### config.mk
export PLATFORM = sky130hd
export DESIGN_NAME = xbus_port_ctrl
export DESIGN_NICKNAME = d
export VERILOG_FILES = /design/src/rtl/xbus_pkg.sv /design/src/rtl/xbus_strap.sv /design/src/rtl/xbus_seq.sv /design/src/rtl/xbus_drive.sv /design/src/rtl/xbus_capture.sv /design/src/rtl/xbus_port_ctrl.sv
export SDC_FILE = /design/constraint.sdc
export NUM_CORES = 1
export LEC_CHECK = 0
export BUFFER_PORTS_ARGS = -buffer_cell sky130_fd_sc_hd__buf_2
export CORE_MARGIN = 8
export CORE_UTILIZATION = 51
export DETAILED_ROUTE_END_ITERATION = 10
export PLACE_DENSITY = 0.91
export SYNTH_ARGS = -nofsm -noshare
export SYNTH_HDL_FRONTEND = slang
export SYNTH_SLANG_ARGS = --single-unit
### constraint.sdc
create_clock -name clk -period 2.6 [get_ports clk]
set_input_delay 0.13 -clock clk [delete_from_list [all_inputs] [get_ports clk]]
set_output_delay 0.13 -clock clk [all_outputs]
set_load 0.1 [all_outputs]
### src/rtl/xbus_pkg.sv
// Shared types for the external bus port controller.
// Assumes the intra-segment address and the port have the same width.
package xbus_pkg;

    // Sequencer phase: one value per bus clock of a beat.
    typedef enum logic [1:0] {
        PH_IDLE = 2'd0,
        PH_ADDR = 2'd1,
        PH_TURN = 2'd2,
        PH_DATA = 2'd3
    } phase_e;

    // Strapped bus configuration.
    typedef struct packed {
        logic bus16;   // 1 = full-width data bus, 0 = byte-wide data bus
        logic mux;     // 1 = address shares the data pins, 0 = data only
    } bus_cfg_t;

    localparam int LANE_W = 8;

endpackage

### src/rtl/xbus_strap.sv
// Captures the bus mode straps from the port pins while reset is held.
// Assumes the pins read high by default and that the value present on the
// last clock edge of reset is the intended one. Holds it afterwards.
module xbus_strap #(
    parameter int DW = 16
) (
    input  logic                   clk,
    input  logic                   rst_n,
    input  logic [1:0]             mode_pins,
    input  logic [DW-1:DW/2]       hi_pins,
    output xbus_pkg::bus_cfg_t     cfg,
    output logic [DW/2-1:0]        strap_hi
);

    // Track the pins during reset, freeze them once reset is released.
    always_ff @(posedge clk) begin
        if (!rst_n) begin
            cfg.mux   <= mode_pins[0];
            cfg.bus16 <= mode_pins[1];
            strap_hi  <= hi_pins;
        end
    end

endmodule

### src/rtl/xbus_seq.sv
// Transfer sequencer: accepts a request when idle, latches it, and steps
// through address, turnaround and data phases for one or two beats.
// Assumes a word on a byte-wide bus splits into exactly two beats.
module xbus_seq
    import xbus_pkg::*;
#(
    parameter int DW = 16
) (
    input  logic            clk,
    input  logic            rst_n,
    input  bus_cfg_t        cfg,
    input  logic            req_valid,
    input  logic            req_write,
    input  logic            req_word,
    input  logic [DW-1:0]   req_addr,
    input  logic [DW-1:0]   req_wdata,
    output phase_e          phase,
    output logic            beat,
    output logic            cur_write,
    output logic            cur_word,
    output logic [DW-1:0]   beat_addr,
    output logic [DW-1:0]   cur_wdata,
    output logic            final_data
);

    logic [DW-1:0] addr_q;
    logic          split;

    // A word needs a second beat only on the byte-wide bus.
    assign split      = cur_word && !cfg.bus16;
    assign final_data = (phase == PH_DATA) && !(split && !beat);
    // Word beats use an even base address with the beat number in bit 0.
    assign beat_addr  = cur_word ? {addr_q[DW-1:1], beat} : addr_q;

    // Phase stepping and request capture.
    always_ff @(posedge clk) begin
        if (!rst_n) begin
            phase     <= PH_IDLE;
            beat      <= 1'b0;
            cur_write <= 1'b0;
            cur_word  <= 1'b0;
            addr_q    <= '0;
            cur_wdata <= '0;
        end else begin
            unique case (phase)
                PH_IDLE: begin
                    if (req_valid) begin
                        cur_write <= req_write;
                        cur_word  <= req_word;
                        addr_q    <= req_addr;
                        cur_wdata <= req_wdata;
                        beat      <= 1'b0;
                        phase     <= cfg.mux ? PH_ADDR : PH_DATA;
                    end
                end
                PH_ADDR: phase <= cur_write ? PH_DATA : PH_TURN;
                PH_TURN: phase <= PH_DATA;
                PH_DATA: begin
                    if (split && !beat) begin
                        beat  <= 1'b1;
                        phase <= cfg.mux ? PH_ADDR : PH_DATA;
                    end else begin
                        phase <= PH_IDLE;
                    end
                end
                default: phase <= PH_IDLE;
            endcase
        end
    end

endmodule

### src/rtl/xbus_drive.sv
// Port driver: decodes the current phase into pin values, per-pin output
// enables, the address latch strobe and the separate address output.
// Assumes DW is a multiple of the lane width and at least two lanes wide.
module xbus_drive
    import xbus_pkg::*;
#(
    parameter int DW = 16
) (
    input  bus_cfg_t        cfg,
    input  phase_e          phase,
    input  logic            beat,
    input  logic            write,
    input  logic            word,
    input  logic [DW-1:0]   beat_addr,
    input  logic [DW-1:0]   wdata,
    output logic [DW-1:0]   port_out,
    output logic [DW-1:0]   port_oe,
    output logic            ale,
    output logic [DW-1:0]   ext_addr
);

    localparam int LANES = DW / LANE_W;
    localparam int SELW  = (LANES > 1) ? $clog2(LANES) : 1;

    logic [LANES-1:0]  lane_en;
    logic [DW-1:0]     lane_data;
    logic [DW-1:0]     lane_oe;
    logic [SELW-1:0]   sel;
    logic [LANE_W-1:0] narrow_byte;

    assign sel = beat_addr[SELW-1:0];
    // On the byte-wide bus the second word beat carries the upper byte.
    assign narrow_byte = (word && beat) ? wdata[2*LANE_W-1:LANE_W]
                                        : wdata[LANE_W-1:0];

    // Per-lane enable and data for the write data phase.
    for (genvar g = 0; g < LANES; g++) begin : g_lane
        assign lane_en[g] = cfg.bus16 ? (word || (sel == SELW'(g))) : (g == 0);
        assign lane_data[g*LANE_W +: LANE_W] =
            cfg.bus16 ? (word ? wdata[g*LANE_W +: LANE_W] : wdata[LANE_W-1:0])
                      : ((g == 0) ? narrow_byte : '0);
        assign lane_oe[g*LANE_W +: LANE_W] = {LANE_W{lane_en[g]}};
    end

    // Pin values and enables for the current phase.
    always_comb begin
        port_out = '0;
        port_oe  = '0;
        ale      = 1'b0;
        unique case (phase)
            PH_ADDR: begin
                port_out = beat_addr;
                port_oe  = '1;
                ale      = cfg.mux;
            end
            PH_DATA: begin
                if (write) begin
                    port_out = lane_data;
                    port_oe  = lane_oe;
                end
            end
            default: ;
        endcase
    end

    // Separate address output follows the beat while busy.
    assign ext_addr = (phase != PH_IDLE) ? beat_addr : '0;

endmodule

### src/rtl/xbus_capture.sv
// Read capture: samples the port at the end of each read data cycle,
// assembles split words, and raises the completion pulse.
// Assumes the sequencer marks the final data cycle of a transfer.
module xbus_capture
    import xbus_pkg::*;
#(
    parameter int DW = 16
) (
    input  logic            clk,
    input  logic            rst_n,
    input  logic            bus16,
    input  phase_e          phase,
    input  logic            beat,
    input  logic            write,
    input  logic            word,
    input  logic [$clog2(DW/LANE_W)-1:0] sel,
    input  logic            final_data,
    input  logic [DW-1:0]   port_in,
    output logic [DW-1:0]   rdata,
    output logic            done
);

    logic [LANE_W-1:0] picked;

    // Byte lane selected by the low address bits.
    assign picked = port_in[LANE_W*sel +: LANE_W];

    // Capture read data and pulse completion after the last data cycle.
    always_ff @(posedge clk) begin
        if (!rst_n) begin
            rdata <= '0;
            done  <= 1'b0;
        end else begin
            done <= final_data;
            if (phase == PH_DATA && !write) begin
                if (bus16) begin
                    rdata <= word ? port_in : DW'(picked);
                end else if (word && beat) begin
                    rdata[2*LANE_W-1:LANE_W] <= port_in[LANE_W-1:0];
                end else begin
                    rdata <= DW'(port_in[LANE_W-1:0]);
                end
            end
        end
    end

endmodule

### src/rtl/xbus_port_ctrl.sv
// Top of the external bus port controller. Wires the strap capture, the
// sequencer, the pin driver and the read capture together.
// Assumes the port width equals the intra-segment address width.
module xbus_port_ctrl #(
    parameter int DW = 16
) (
    input  logic            clk,
    input  logic            rst_n,
    input  logic            req_valid,
    input  logic            req_write,
    input  logic            req_word,
    input  logic [DW-1:0]   req_addr,
    input  logic [DW-1:0]   req_wdata,
    output logic            done,
    output logic [DW-1:0]   rdata,
    input  logic [DW-1:0]   port_in,
    output logic [DW-1:0]   port_out,
    output logic [DW-1:0]   port_oe,
    output logic            ale,
    output logic [DW-1:0]   ext_addr,
    output logic [1:0]      cfg_bus,
    output logic [DW/2-1:0] strap_hi
);

    import xbus_pkg::*;

    localparam int SELW = $clog2(DW / LANE_W);

    bus_cfg_t      cfg;
    phase_e        phase_q;
    logic          beat;
    logic          cur_write;
    logic          cur_word;
    logic [DW-1:0] beat_addr;
    logic [DW-1:0] cur_wdata;
    logic          final_data;

    assign cfg_bus = {cfg.bus16, cfg.mux};

    xbus_strap #(.DW(DW)) u_strap (
        .clk       (clk),
        .rst_n     (rst_n),
        .mode_pins (port_in[1:0]),
        .hi_pins   (port_in[DW-1:DW/2]),
        .cfg       (cfg),
        .strap_hi  (strap_hi)
    );

    xbus_seq #(.DW(DW)) u_seq (
        .clk        (clk),
        .rst_n      (rst_n),
        .cfg        (cfg),
        .req_valid  (req_valid),
        .req_write  (req_write),
        .req_word   (req_word),
        .req_addr   (req_addr),
        .req_wdata  (req_wdata),
        .phase      (phase_q),
        .beat       (beat),
        .cur_write  (cur_write),
        .cur_word   (cur_word),
        .beat_addr  (beat_addr),
        .cur_wdata  (cur_wdata),
        .final_data (final_data)
    );

    xbus_drive #(.DW(DW)) u_drive (
        .cfg       (cfg),
        .phase     (phase_q),
        .beat      (beat),
        .write     (cur_write),
        .word      (cur_word),
        .beat_addr (beat_addr),
        .wdata     (cur_wdata),
        .port_out  (port_out),
        .port_oe   (port_oe),
        .ale       (ale),
        .ext_addr  (ext_addr)
    );

    xbus_capture #(.DW(DW)) u_cap (
        .clk        (clk),
        .rst_n      (rst_n),
        .bus16      (cfg.bus16),
        .phase      (phase_q),
        .beat       (beat),
        .write      (cur_write),
        .word       (cur_word),
        .sel        (beat_addr[SELW-1:0]),
        .final_data (final_data),
        .port_in    (port_in),
        .rdata      (rdata),
        .done       (done)
    );

endmodule

==> key figures, run 1 <==
Status
  – Status: finished clean

Logic synthesis
  – Number of enable-type register cells in the synthesized netlist: 10
  – Cell types with the largest area share after synthesis: sky130_fd_sc_hd__dfxtp_1, sky130_fd_sc_hd__nand2_1, sky130_fd_sc_hd__edfxtp_1
  – Most common flop cell mapped by yosys: sky130_fd_sc_hd__dfxtp_1
  – Cell with the most instances after synthesis: sky130_fd_sc_hd__nand2_1
  – Proportion of synthesized flip-flops having asynchronous set or reset: 0
  – Most numerous cell types in the synthesized netlist: sky130_fd_sc_hd__nand2_1, sky130_fd_sc_hd__dfxtp_1, sky130_fd_sc_hd__a21oi_1, sky130_fd_sc_hd__mux2i_1, sky130_fd_sc_hd__o21ai_0
  – Top-area cell type share of the netlist area: 0.360
  – Largest area contributor in the synthesized netlist: sky130_fd_sc_hd__dfxtp_1
  – Synth Warn #: 0
  – Syn Std Cell Area: 0.00301 mm^2
  – Portion of the post-synthesis area used by sequential elements: 0.459
  – Number of instances in the synthesized netlist: 352
  – Netlist cell types: 33
  – Per-instance average area after synthesis: 8.54 um^2
  – Net count after synthesis: 405
  – Flip-flop and latch count after synthesis: 64

Worst setup path
  – Terminus of the critical flop-to-flop path: u_cap.rdata[0]
  – Crit path DAT: 2270 ps
  – Critical path's largest stage delay: 610 ps
  – Path depth of the worst reg2reg path: 3
  – Cell with the largest stage delay on the worst path: sky130_fd_sc_hd__and3b_1
  – Endpoint type of the worst setup path: output pin
  – Largest driver fanout on the critical path: 12
  – Reg2reg setup slack: 570 ps
  – Reg-to-reg critical path startpoint: u_seq.phase[1]
  – Required time of the worst setup path: 2470 ps
  – Critical Setup Path Class: flip-flop to output pin
  – Ordered cell list for the critical path: and3b_1 > mux2i_1 > o22ai_2 > buf_12
  – Critical path launch point type: flip-flop

Clock tree
  – H-tree depth: 3
  – Maximum number of buffers from clock root to sink: 2
  – Worst-Skew Late Latency: 340 ps
  – Clock-pin slew on the worst setup and hold paths: 70 ps
  – Number of buffers inserted by post-CTS setup repair: 0
  – CTS tree: yes
  – Clock sink count: 64
  – CTS Root Cell: sky130_fd_sc_hd__clkbuf_8
  – Number of clock buffers inserted by TritonCTS: 9

STA
  – Post-route clock skew: 7.46 ps
  – Slew at the pin closest to its max-slew limit: 817 ps
  – Final setup slack of the worst path: 199 ps
  – Final hold viol count: 0
  – Final Max Tran Viols: 0
  – Part of the cycle the worst path needs: 0.923
  – Final setup fails: 0
  – Period minus WS final: 2400 ps
  – Rel. slew slack: 0.455
  – RSZ-0062 raised after global routing: false
  – Achievable clock frequency: 417 MHz

Placement
  – Estimated wirelength of the detail-placed design: 6.75 mm
  – Post-placement setup slack: 615 ps
  – Final Wtd Congestion: 0.847
  – Port bufs: 128

Floorplanning
  – Number of top-level design ports: 129
  – Die Footprint: 0.00861 mm^2
  – Core Region: 0.00582 mm^2
  – Die span in y: 92.8 um
  – Die X-Extent: 92.8 um
  – Row cnt: 28
  – Starting density of the core: 0.517

Detailed routing
  – Residual DRC count: 0
  – Drt first pass iters: 6
  – Routed wire length: 9.43 mm
  – Violation count after the first detailed-routing iteration: 257
  – Number of vias after detailed routing: 3019
  – DR vias/cell: 5.54
  – Antenna viol nets, final: 0
  – Mean routed wirelength per cell: 17.3 um

Power and ir drop
  – Power per cell area: 747 mW/mm^2
  – Total leakage power: 0.00180 uW
  – Peak supply drop: 0.000487 V

Global route
  – Global route total overflow: 0
  – Global routing usage summed across all routing layers: 0.211
  – Via count of the first global-routing pass: 3031
  – Antenna violations before repair: 1
  – First-pass GRT wire length: 14.6 mm
  – Pin count of the biggest net entering global routing: 37

Worst hold path
  – Destination of the worst hold path: u_strap.strap_hi[1]
  – Hold-critical path depth: 1
  – Critical hold path startpoint: port_in[9]
  – Worst min-delay path class: primary input to flip-flop

Cells and area
  – Proportion of layout cells with a drive suffix above 1: 0.337
  – Final-stage net count: 517
  – Utilization after layout: 0.730
  – Area growth syn-to-layout: 41.2%

Run
  – Max-capacitance violation count: 0
[state kept, by name, indices dropped and copies added (netlist names)]
name and count:
u_seq.beat 1, u_seq.cur_wdata 16, u_seq.cur_write 1, u_strap.cfg 2, u_strap.strap_hi 8, u_cap.done 1, u_seq.phase 2, u_cap.rdata 16
u_seq.addr_q 16, u_seq.cur_word 1
[cells by family after synthesis]
kind of cell / after synthesis / synth area share
flops: 64 / 0.459
simple gates: 116 / 0.179
mux: 26 / 0.0882
buf+inv: 48 / 0.0861
compound gates: 98 / 0.187
[cell usage in the layout, fill, tap and decap left out, types with 4 or more instances in the layout]
master and count:
sky130_fd_sc_hd__a21oi_1 50, sky130_fd_sc_hd__dfxtp_1 54, sky130_fd_sc_hd__dlygate4sd3_1 7, sky130_fd_sc_hd__buf_12 25, sky130_fd_sc_hd__buf_4 8, sky130_fd_sc_hd__a22oi_1 8, sky130_fd_sc_hd__nor2b_1 16, sky130_fd_sc_hd__buf_2 104
sky130_fd_sc_hd__a311oi_1 8, sky130_fd_sc_hd__nand2_1 84, sky130_fd_sc_hd__o21ai_1 6, sky130_fd_sc_hd__edfxtp_1 10, sky130_fd_sc_hd__o21ai_0 18, sky130_fd_sc_hd__mux2i_1 25, sky130_fd_sc_hd__inv_1 4, sky130_fd_sc_hd__clkbuf_8 10
[worst max path at each step]
stage	from	end	slack (ps)	cells past startpoint
finish	u_seq.cur_word	port_out[0]	200	4
global route	u_seq.cur_word	port_out[0]	130	4
CTS	u_seq.cur_word	port_out[4]	250	4
detailed placement	u_seq.cur_word	port_out[4]	620	4
global placement	u_seq.cur_word	port_out[0]	610	4
floorplan	u_seq.phase[1]	port_out[10]	-480	3
[layout make-up]
cell class	count	area, um^2
fill	432	1570
multi-input combinational	240	1380
sequential	64	1380
timing repair buffer	144	1150
clock buffer	12	145
tap	75	93.8
clock inverter	4	68.8
inverter	5	18.8
antenna	1	2.50
[power by group]
part	switching, uW	internal [uW]
clock network	369	562
logic	840	257
registers	63.5	1080
total	1270	1900
[routing by layer]
| metal | track usage | vias up | part of all wire |
|---|---|---|---|
| li1 | - | 1427 | - |
| met1 | 0.237 | 1408 | 0.40 |
| met2 | 0.349 | 156 | 0.49 |
| met3 | 0.0542 | 28 | 0.076 |
| met4 | 0.133 | 0 | 0.036 |
| met5 | 0 | - | 0 |
[per-stage QoR]
stage	TNS [ps]	total power [uW]	hold slack, ps	cells	cell area (um^2)
2_1_floorplan	-3840	2010	229	352	3020
3_3_place_gp	0	2230	335	521	3960
3_5_place_dp	0	2250	341	521	3960
4_1_cts	0	3170	1.22	542	4220
5_1_grt	0	3270	4.65	545	4250
6_report	0	3170	14.2	545	4250
[worst max-delay path, delay by kind of cell, from the launching register on]
| kind | cells | cell delay [ps] |
|---|---|---|
| simple gates | 1 | 610 |
| flops | 1 | 600 |
| mux | 1 | 370 |
| buf+inv | 1 | 190 |
| compound gates | 1 | 160 |
[what timing repair did]
action                    4_1_cts  5_1_grt
hold endpoints to repair        5        2
gates resized for setup         0        0
hold buffers                    5        2
No activity file was read; power rests on OpenSTA's default activity.
==> run 2, diff against run 1 <==
--- a/config.mk
+++ b/config.mk
@@ -6,7 +6,6 @@
 export NUM_CORES = 1
 export LEC_CHECK = 0
 export BUFFER_PORTS_ARGS = -buffer_cell sky130_fd_sc_hd__buf_2
-export CORE_MARGIN = 8
 export CORE_UTILIZATION = 51
 export DETAILED_ROUTE_END_ITERATION = 10
 export PLACE_DENSITY = 0.91
==> key figures, run 2 (synthesized netlist as in run 1, its figures left out) <==
Detailed routing
  – Antenna viol nets, final: 0
  – Residual DRC count: 0
  – Mean routed wirelength per cell: 15.7 um
  – Drt first pass iters: 4
  – Violation count after the first detailed-routing iteration: 210
  – Number of vias after detailed routing: 2947
  – Routed wire length: 8.46 mm
  – DR vias/cell: 5.47

STA
  – Post-route clock skew: 12.0 ps
  – Final setup fails: 0
  – Final Max Tran Viols: 0
  – Slew at the pin closest to its max-slew limit: 1070 ps
  – Period minus WS final: 2470 ps
  – Achievable clock frequency: 405 MHz
  – Setup tns final: 0 ps
  – Final hold viol count: 0
  – RSZ-0062 raised after global routing: false
  – Rel. slew slack: 0.287
  – Part of the cycle the worst path needs: 0.949

Status
  – Status: finished clean

Floorplanning
  – Die span in y: 78.8 um
  – Core Region: 0.00561 mm^2
  – Starting density of the core: 0.536
  – Number of top-level design ports: 129
  – Row cnt: 27
  – Die X-Extent: 78.8 um
  – Die Footprint: 0.00621 mm^2

Worst setup path
  – Cell with the largest stage delay on the worst path: sky130_fd_sc_hd__dfxtp_1
  – Family with the most delay on the worst path: flip-flops
  – Ordered cell list for the critical path: and3b_1 > mux2i_1 > o21ai_1 > buf_12
  – Required time of the worst setup path: 2470 ps
  – Terminus of the critical flop-to-flop path: u_cap.rdata[0]
  – Critical path capture point: port_out[2]
  – Critical path's largest stage delay: 610 ps
  – Reg-to-reg critical path startpoint: u_seq.phase[1]
  – Path depth of the worst reg2reg path: 3
  – Critical path startpoint: u_seq.cur_word
  – Reg2reg setup slack: 600 ps
  – Endpoint type of the worst setup path: output pin
  – Critical path launch point type: flip-flop
  – Largest driver fanout on the critical path: 12
  – Buf/Inv on CP: 1
  – Crit path DAT: 2340 ps
  – Critical Setup Path Class: flip-flop to output pin
  – Cell depth of the worst setup path: 4

Clock tree
  – Worst-Skew Late Latency: 340 ps
  – H-tree depth: 3
  – Maximum number of buffers from clock root to sink: 2
  – Clock sink count: 64
  – Clock-pin slew on the worst setup and hold paths: 70 ps
  – CTS tree: yes
  – Number of clock buffers inserted by TritonCTS: 9
  – CTS Root Cell: sky130_fd_sc_hd__clkbuf_8

Power and ir drop
  – Peak supply drop: 0.000459 V
  – Total leakage power: 0.00178 uW
  – Power per cell area: 771 mW/mm^2

Global route
  – Met3 demand-to-capacity share in global routing: 0.0782
  – First-pass GRT wire length: 12.9 mm
  – Most crowded layer after global routing: met2
  – Via count of the first global-routing pass: 2641
  – Met1 capacity usage during global routing: 0.343
  – Pin count of the biggest net entering global routing: 54
  – Antenna violations before repair: 0
  – Global route total overflow: 0
  – Global-route track usage on met2: 0.426
  – Global routing usage summed across all routing layers: 0.273

Cells and area
  – Final-stage net count: 515
  – # diodes: 0
  – Most used cells in the layout excluding fill and tap cells: sky130_fd_sc_hd__buf_2, sky130_fd_sc_hd__nand2_1, sky130_fd_sc_hd__dfxtp_1, sky130_fd_sc_hd__a21oi_1, sky130_fd_sc_hd__mux2i_1
  – Proportion of layout cells with a drive suffix above 1: 0.338
  – Area growth syn-to-layout: 38.6%
  – Most common cell after layout, fill and taps aside: sky130_fd_sc_hd__buf_2
  – Utilization after layout: 0.743
  – Leading registers by flop count: u_cap.rdata (16), u_seq.addr_q (16), u_seq.cur_wdata (16)
  – Area of all placed cells without fillers: 0.00417 mm^2

Placement
  – Placed cell area: 0.00387 mm^2
  – Port bufs: 128
  – Estimated wirelength of the detail-placed design: 5.47 mm
  – Final Wtd Congestion: 0.856

Run
  – Max-capacitance violation count: 0

Worst hold path
  – Worst min-delay path class: primary input to flip-flop
==> run 2: changes by cell type in the layout (fill, tap and decap cells not counted) <==
cell                            before  now
sky130_fd_sc_hd__clkinv_1            2    1
sky130_fd_sc_hd__buf_12             25   20
sky130_fd_sc_hd__diode_2             1    0
sky130_fd_sc_hd__buf_2             104  108
sky130_fd_sc_hd__clkbuf_8           10   12
sky130_fd_sc_hd__clkinv_2            1    0
sky130_fd_sc_hd__dlygate4sd3_1       7    6
==> run 2: worst min path at each step <==
stage / from / end / cells past startpoint
2_1_floorplan: port_in[0] / u_strap.cfg[0] / 0
3_3_place_gp: port_in[11] / u_strap.strap_hi[3] / 1
3_5_place_dp: port_in[11] / u_strap.strap_hi[3] / 1
4_1_cts: port_in[9] / u_strap.strap_hi[1] / 1
5_1_grt: port_in[9] / u_strap.strap_hi[1] / 1
6_report: port_in[0] / u_strap.cfg[0] / 1
==> run 2: per-stage QoR <==
| stage | total power, uW | hold WS (ps) | std cells | setup slack, ps |
|---|---|---|---|---|
| 6_report | 3210 | 14.2 | 539 | 133 |
| 5_1_grt | 3320 | 4.51 | 539 | 0.478 |
| 4_1_cts | 3220 | 0.804 | 538 | 151 |
| 3_5_place_dp | 2230 | 337 | 517 | 563 |
| 3_3_place_gp | 2210 | 337 | 517 | 610 |
| 2_1_floorplan | 2010 | 229 | 352 | -480 |
==> run 2: routing by layer <==
| layer | vias up | wire length, um | share of wire |
|---|---|---|---|
| li1 | 1422 | - | - |
| met5 | - | 0 | 0 |
| met4 | 0 | 282 | 0.033 |
| met1 | 1356 | 3470 | 0.41 |
| met3 | 28 | 604 | 0.071 |
| met2 | 141 | 4100 | 0.48 |
==> run 2: what timing repair did <==
action / 4_1_cts / 5_1_grt
setup buffers: 0 / 0
gates resized for setup: 0 / 0
endpoints found under the hold margin: 5 / 1
hold buffers: 5 / 1
==> run 2: final cells by class <==
| class | instances | area, um^2 |
|---|---|---|
| clock inverter | 2 | 60.1 |
| fill | 407 | 1440 |
| sequential | 64 | 1380 |
| clock buffer | 14 | 173 |
| timing repair buffer | 142 | 1060 |
| inverter | 5 | 18.8 |
| tap | 72 | 90.1 |
| multi-input combinational | 240 | 1380 |
==> run 2: where the power goes <==
group / switching (uW) / internal, uW
registers: 64.8 / 1080
clock network: 371 / 620
logic: 831 / 247
==> run 3, diff against run 2 <==
--- a/config.mk
+++ b/config.mk
@@ -8,7 +8,7 @@
 export BUFFER_PORTS_ARGS = -buffer_cell sky130_fd_sc_hd__buf_2
 export CORE_UTILIZATION = 51
 export DETAILED_ROUTE_END_ITERATION = 10
-export PLACE_DENSITY = 0.91
+export PLACE_DENSITY = 0.85
 export SYNTH_ARGS = -nofsm -noshare
 export SYNTH_HDL_FRONTEND = slang
 export SYNTH_SLANG_ARGS = --single-unit
==> key figures, run 3 (synthesized netlist as in run 1, its figures left out) <==
Status
  – Status: finished clean

Power and ir drop
  – Part of the power in registers: 0.354
  – Power per cell area: 766 mW/mm^2
  – Total Power Consumption: 3230 uW
  – NetSw: 1260 uW
  – Power share of the clock group: 0.307
  – Total leakage power: 0.00179 uW
  – Peak supply drop: 0.000486 V
  – Gate power share: 0.339
  – Internal power: 1970 uW
  – Switching Fraction: 0.390

Worst setup path
  – Path depth of the worst reg2reg path: 3
  – Critical path startpoint: u_seq.phase[1]
  – Crit path DAT: 2300 ps
  – Cell with the largest stage delay on the worst path: sky130_fd_sc_hd__dfxtp_1
  – Critical path launch point type: flip-flop
  – Buf/Inv on CP: 1
  – Reg2reg setup slack: 620 ps
  – Terminus of the critical flop-to-flop path: u_cap.rdata[0]
  – Cell depth of the worst setup path: 3
  – Critical path's largest stage delay: 650 ps
  – Ordered cell list for the critical path: nand4_1 > o21ai_0 > buf_2
  – Critical Setup Path Class: flip-flop to output pin
  – Reg-to-reg critical path startpoint: u_seq.phase[1]
  – Endpoint type of the worst setup path: output pin
  – Family with the most delay on the worst path: flip-flops
  – Critical path capture point: port_out[12]
  – Required time of the worst setup path: 2470 ps
  – Largest driver fanout on the critical path: 13

Floorplanning
  – Die span in y: 78.8 um
  – Number of top-level design ports: 129
  – Core Region: 0.00561 mm^2
  – Starting density of the core: 0.536
  – Die Footprint: 0.00621 mm^2
  – Row cnt: 27
  – Die X-Extent: 78.8 um

Cells and area
  – # diodes: 0
  – Area of all placed cells without fillers: 0.00421 mm^2
  – Fill cell total of the finished layout: 408
  – Area growth syn-to-layout: 40.1%
  – Most common cell after layout, fill and taps aside: sky130_fd_sc_hd__buf_2
  – Final-stage net count: 515
  – Proportion of layout cells with a drive suffix above 1: 0.339
  – Leading registers by flop count: u_cap.rdata (16), u_seq.addr_q (16), u_seq.cur_wdata (16)
  – Most used cells in the layout excluding fill and tap cells: sky130_fd_sc_hd__buf_2, sky130_fd_sc_hd__nand2_1, sky130_fd_sc_hd__dfxtp_1, sky130_fd_sc_hd__a21oi_1, sky130_fd_sc_hd__mux2i_1

Detailed routing
  – Mean routed wirelength per cell: 15.5 um
  – Drt first pass iters: 4
  – Violation count after the first detailed-routing iteration: 202
  – Routed wire length: 8.32 mm
  – DR vias/cell: 5.48
  – Number of vias after detailed routing: 2950
  – Antenna viol nets, final: 0
  – Residual DRC count: 0

STA
  – Part of the cycle the worst path needs: 0.936
  – Setup tns final: 0 ps
  – Final Max Tran Viols: 0
  – Final hold viol count: 0
  – Final setup fails: 0
  – Slew at the pin closest to its max-slew limit: 733 ps
  – Fin Hold WS: 5.68 ps
  – Period minus WS final: 2430 ps
  – RSZ-0062 raised after global routing: false
  – Rel. slew slack: 0.511
  – Post-route clock skew: 7.98 ps
  – Achievable clock frequency: 411 MHz

Placement
  – Final Wtd Congestion: 0.875
  – Estimated wirelength of the detail-placed design: 5.59 mm
  – Placed cell area: 0.00395 mm^2
  – Port bufs: 128

Global route
  – Via count of the first global-routing pass: 2758
  – Pin count of the biggest net entering global routing: 41
  – First-pass GRT wire length: 13.0 mm
  – Global routing usage summed across all routing layers: 0.274
  – Global route total overflow: 0
  – Antenna violations before repair: 0

Run
  – Max-capacitance violation count: 0

Clock tree
  – H-tree depth: 3
  – Clock-pin slew on the worst setup and hold paths: 70 ps
  – Maximum number of buffers from clock root to sink: 2
  – Clock sink count: 64
  – Number of buffers inserted by post-CTS setup repair: 0
  – Number of resized instances in the post-cts repair step: 0
  – Worst-Skew Late Latency: 340 ps
  – CTS Root Cell: sky130_fd_sc_hd__clkbuf_8
  – CTS tree: yes
  – Number of clock buffers inserted by TritonCTS: 9

Worst hold path
  – Critical hold path startpoint: port_in[13]
  – Worst min-delay path class: primary input to flip-flop
==> run 3: routing by layer <==
layer / share of wire / up-vias / routed length, um / global-route usage
met4: 0.028 / 0 / 233 / 0.144
met1: 0.41 / 1360 / 3380 / 0.341
met3: 0.079 / 23 / 661 / 0.0563
met2: 0.49 / 152 / 4040 / 0.447
met5: 0 / - / 0 / 0
li1: - / 1415 / - / -
==> run 3: power by group through the flow <==
| stage | logic, uW | clock network (uW) | registers [uW] |
|---|---|---|---|
| final | 1100 | 992 | 1140 |
| after global routing | 1140 | 1040 | 1150 |
| after CTS | 1090 | 1000 | 1140 |
| after detailed placement | 1080 | 0 | 1160 |
| after global placement | 1070 | 0 | 1160 |
| after floorplan | 660 | 0 | 1350 |
==> run 3: worst reg2reg max path: stages, from the launching register on <==
cell                       delay (ps)
sky130_fd_sc_hd__dfxtp_1          650
sky130_fd_sc_hd__and3b_1          730
sky130_fd_sc_hd__a21oi_1          190
sky130_fd_sc_hd__a311oi_1         310
==> run 3: worst min path at each step <==
stage | endpoint | cells past startpoint
after CTS | u_strap.strap_hi[5] | 1
after floorplan | u_strap.cfg[0] | 0
final | u_strap.strap_hi[5] | 1
after detailed placement | u_strap.strap_hi[3] | 1
after global placement | u_strap.strap_hi[2] | 1
after global routing | u_strap.strap_hi[5] | 1
==> run 3: through the flow <==
stage          worst slack, ps  instances   util
2_1_floorplan             -480        352      -
3_3_place_gp               660        519  0.704
3_5_place_dp               663        519  0.704
4_1_cts                    193        538  0.751
5_1_grt                   91.1        538  0.751
6_report                   168        538  0.751
==> run 3: final cells by class <==
cell class / instances / area (um^2) / share of cell area
Timing Repair Buffer: 142 / 1110 / 0.264
Clock buffer: 11 / 131 / 0.0312
Clock inverter: 4 / 93.8 / 0.0223
Tap cell: 72 / 90.1 / 0.0214
Multi-Input combinational cell: 240 / 1380 / 0.328
Inverter: 5 / 18.8 / 0.00446
Sequential cell: 64 / 1380 / 0.328
==> run 3: repair_timing <==
action,CTS,global route
hold buffers,4,0
endpoints found under the setup margin,0,0
endpoints found under the hold margin,4,0
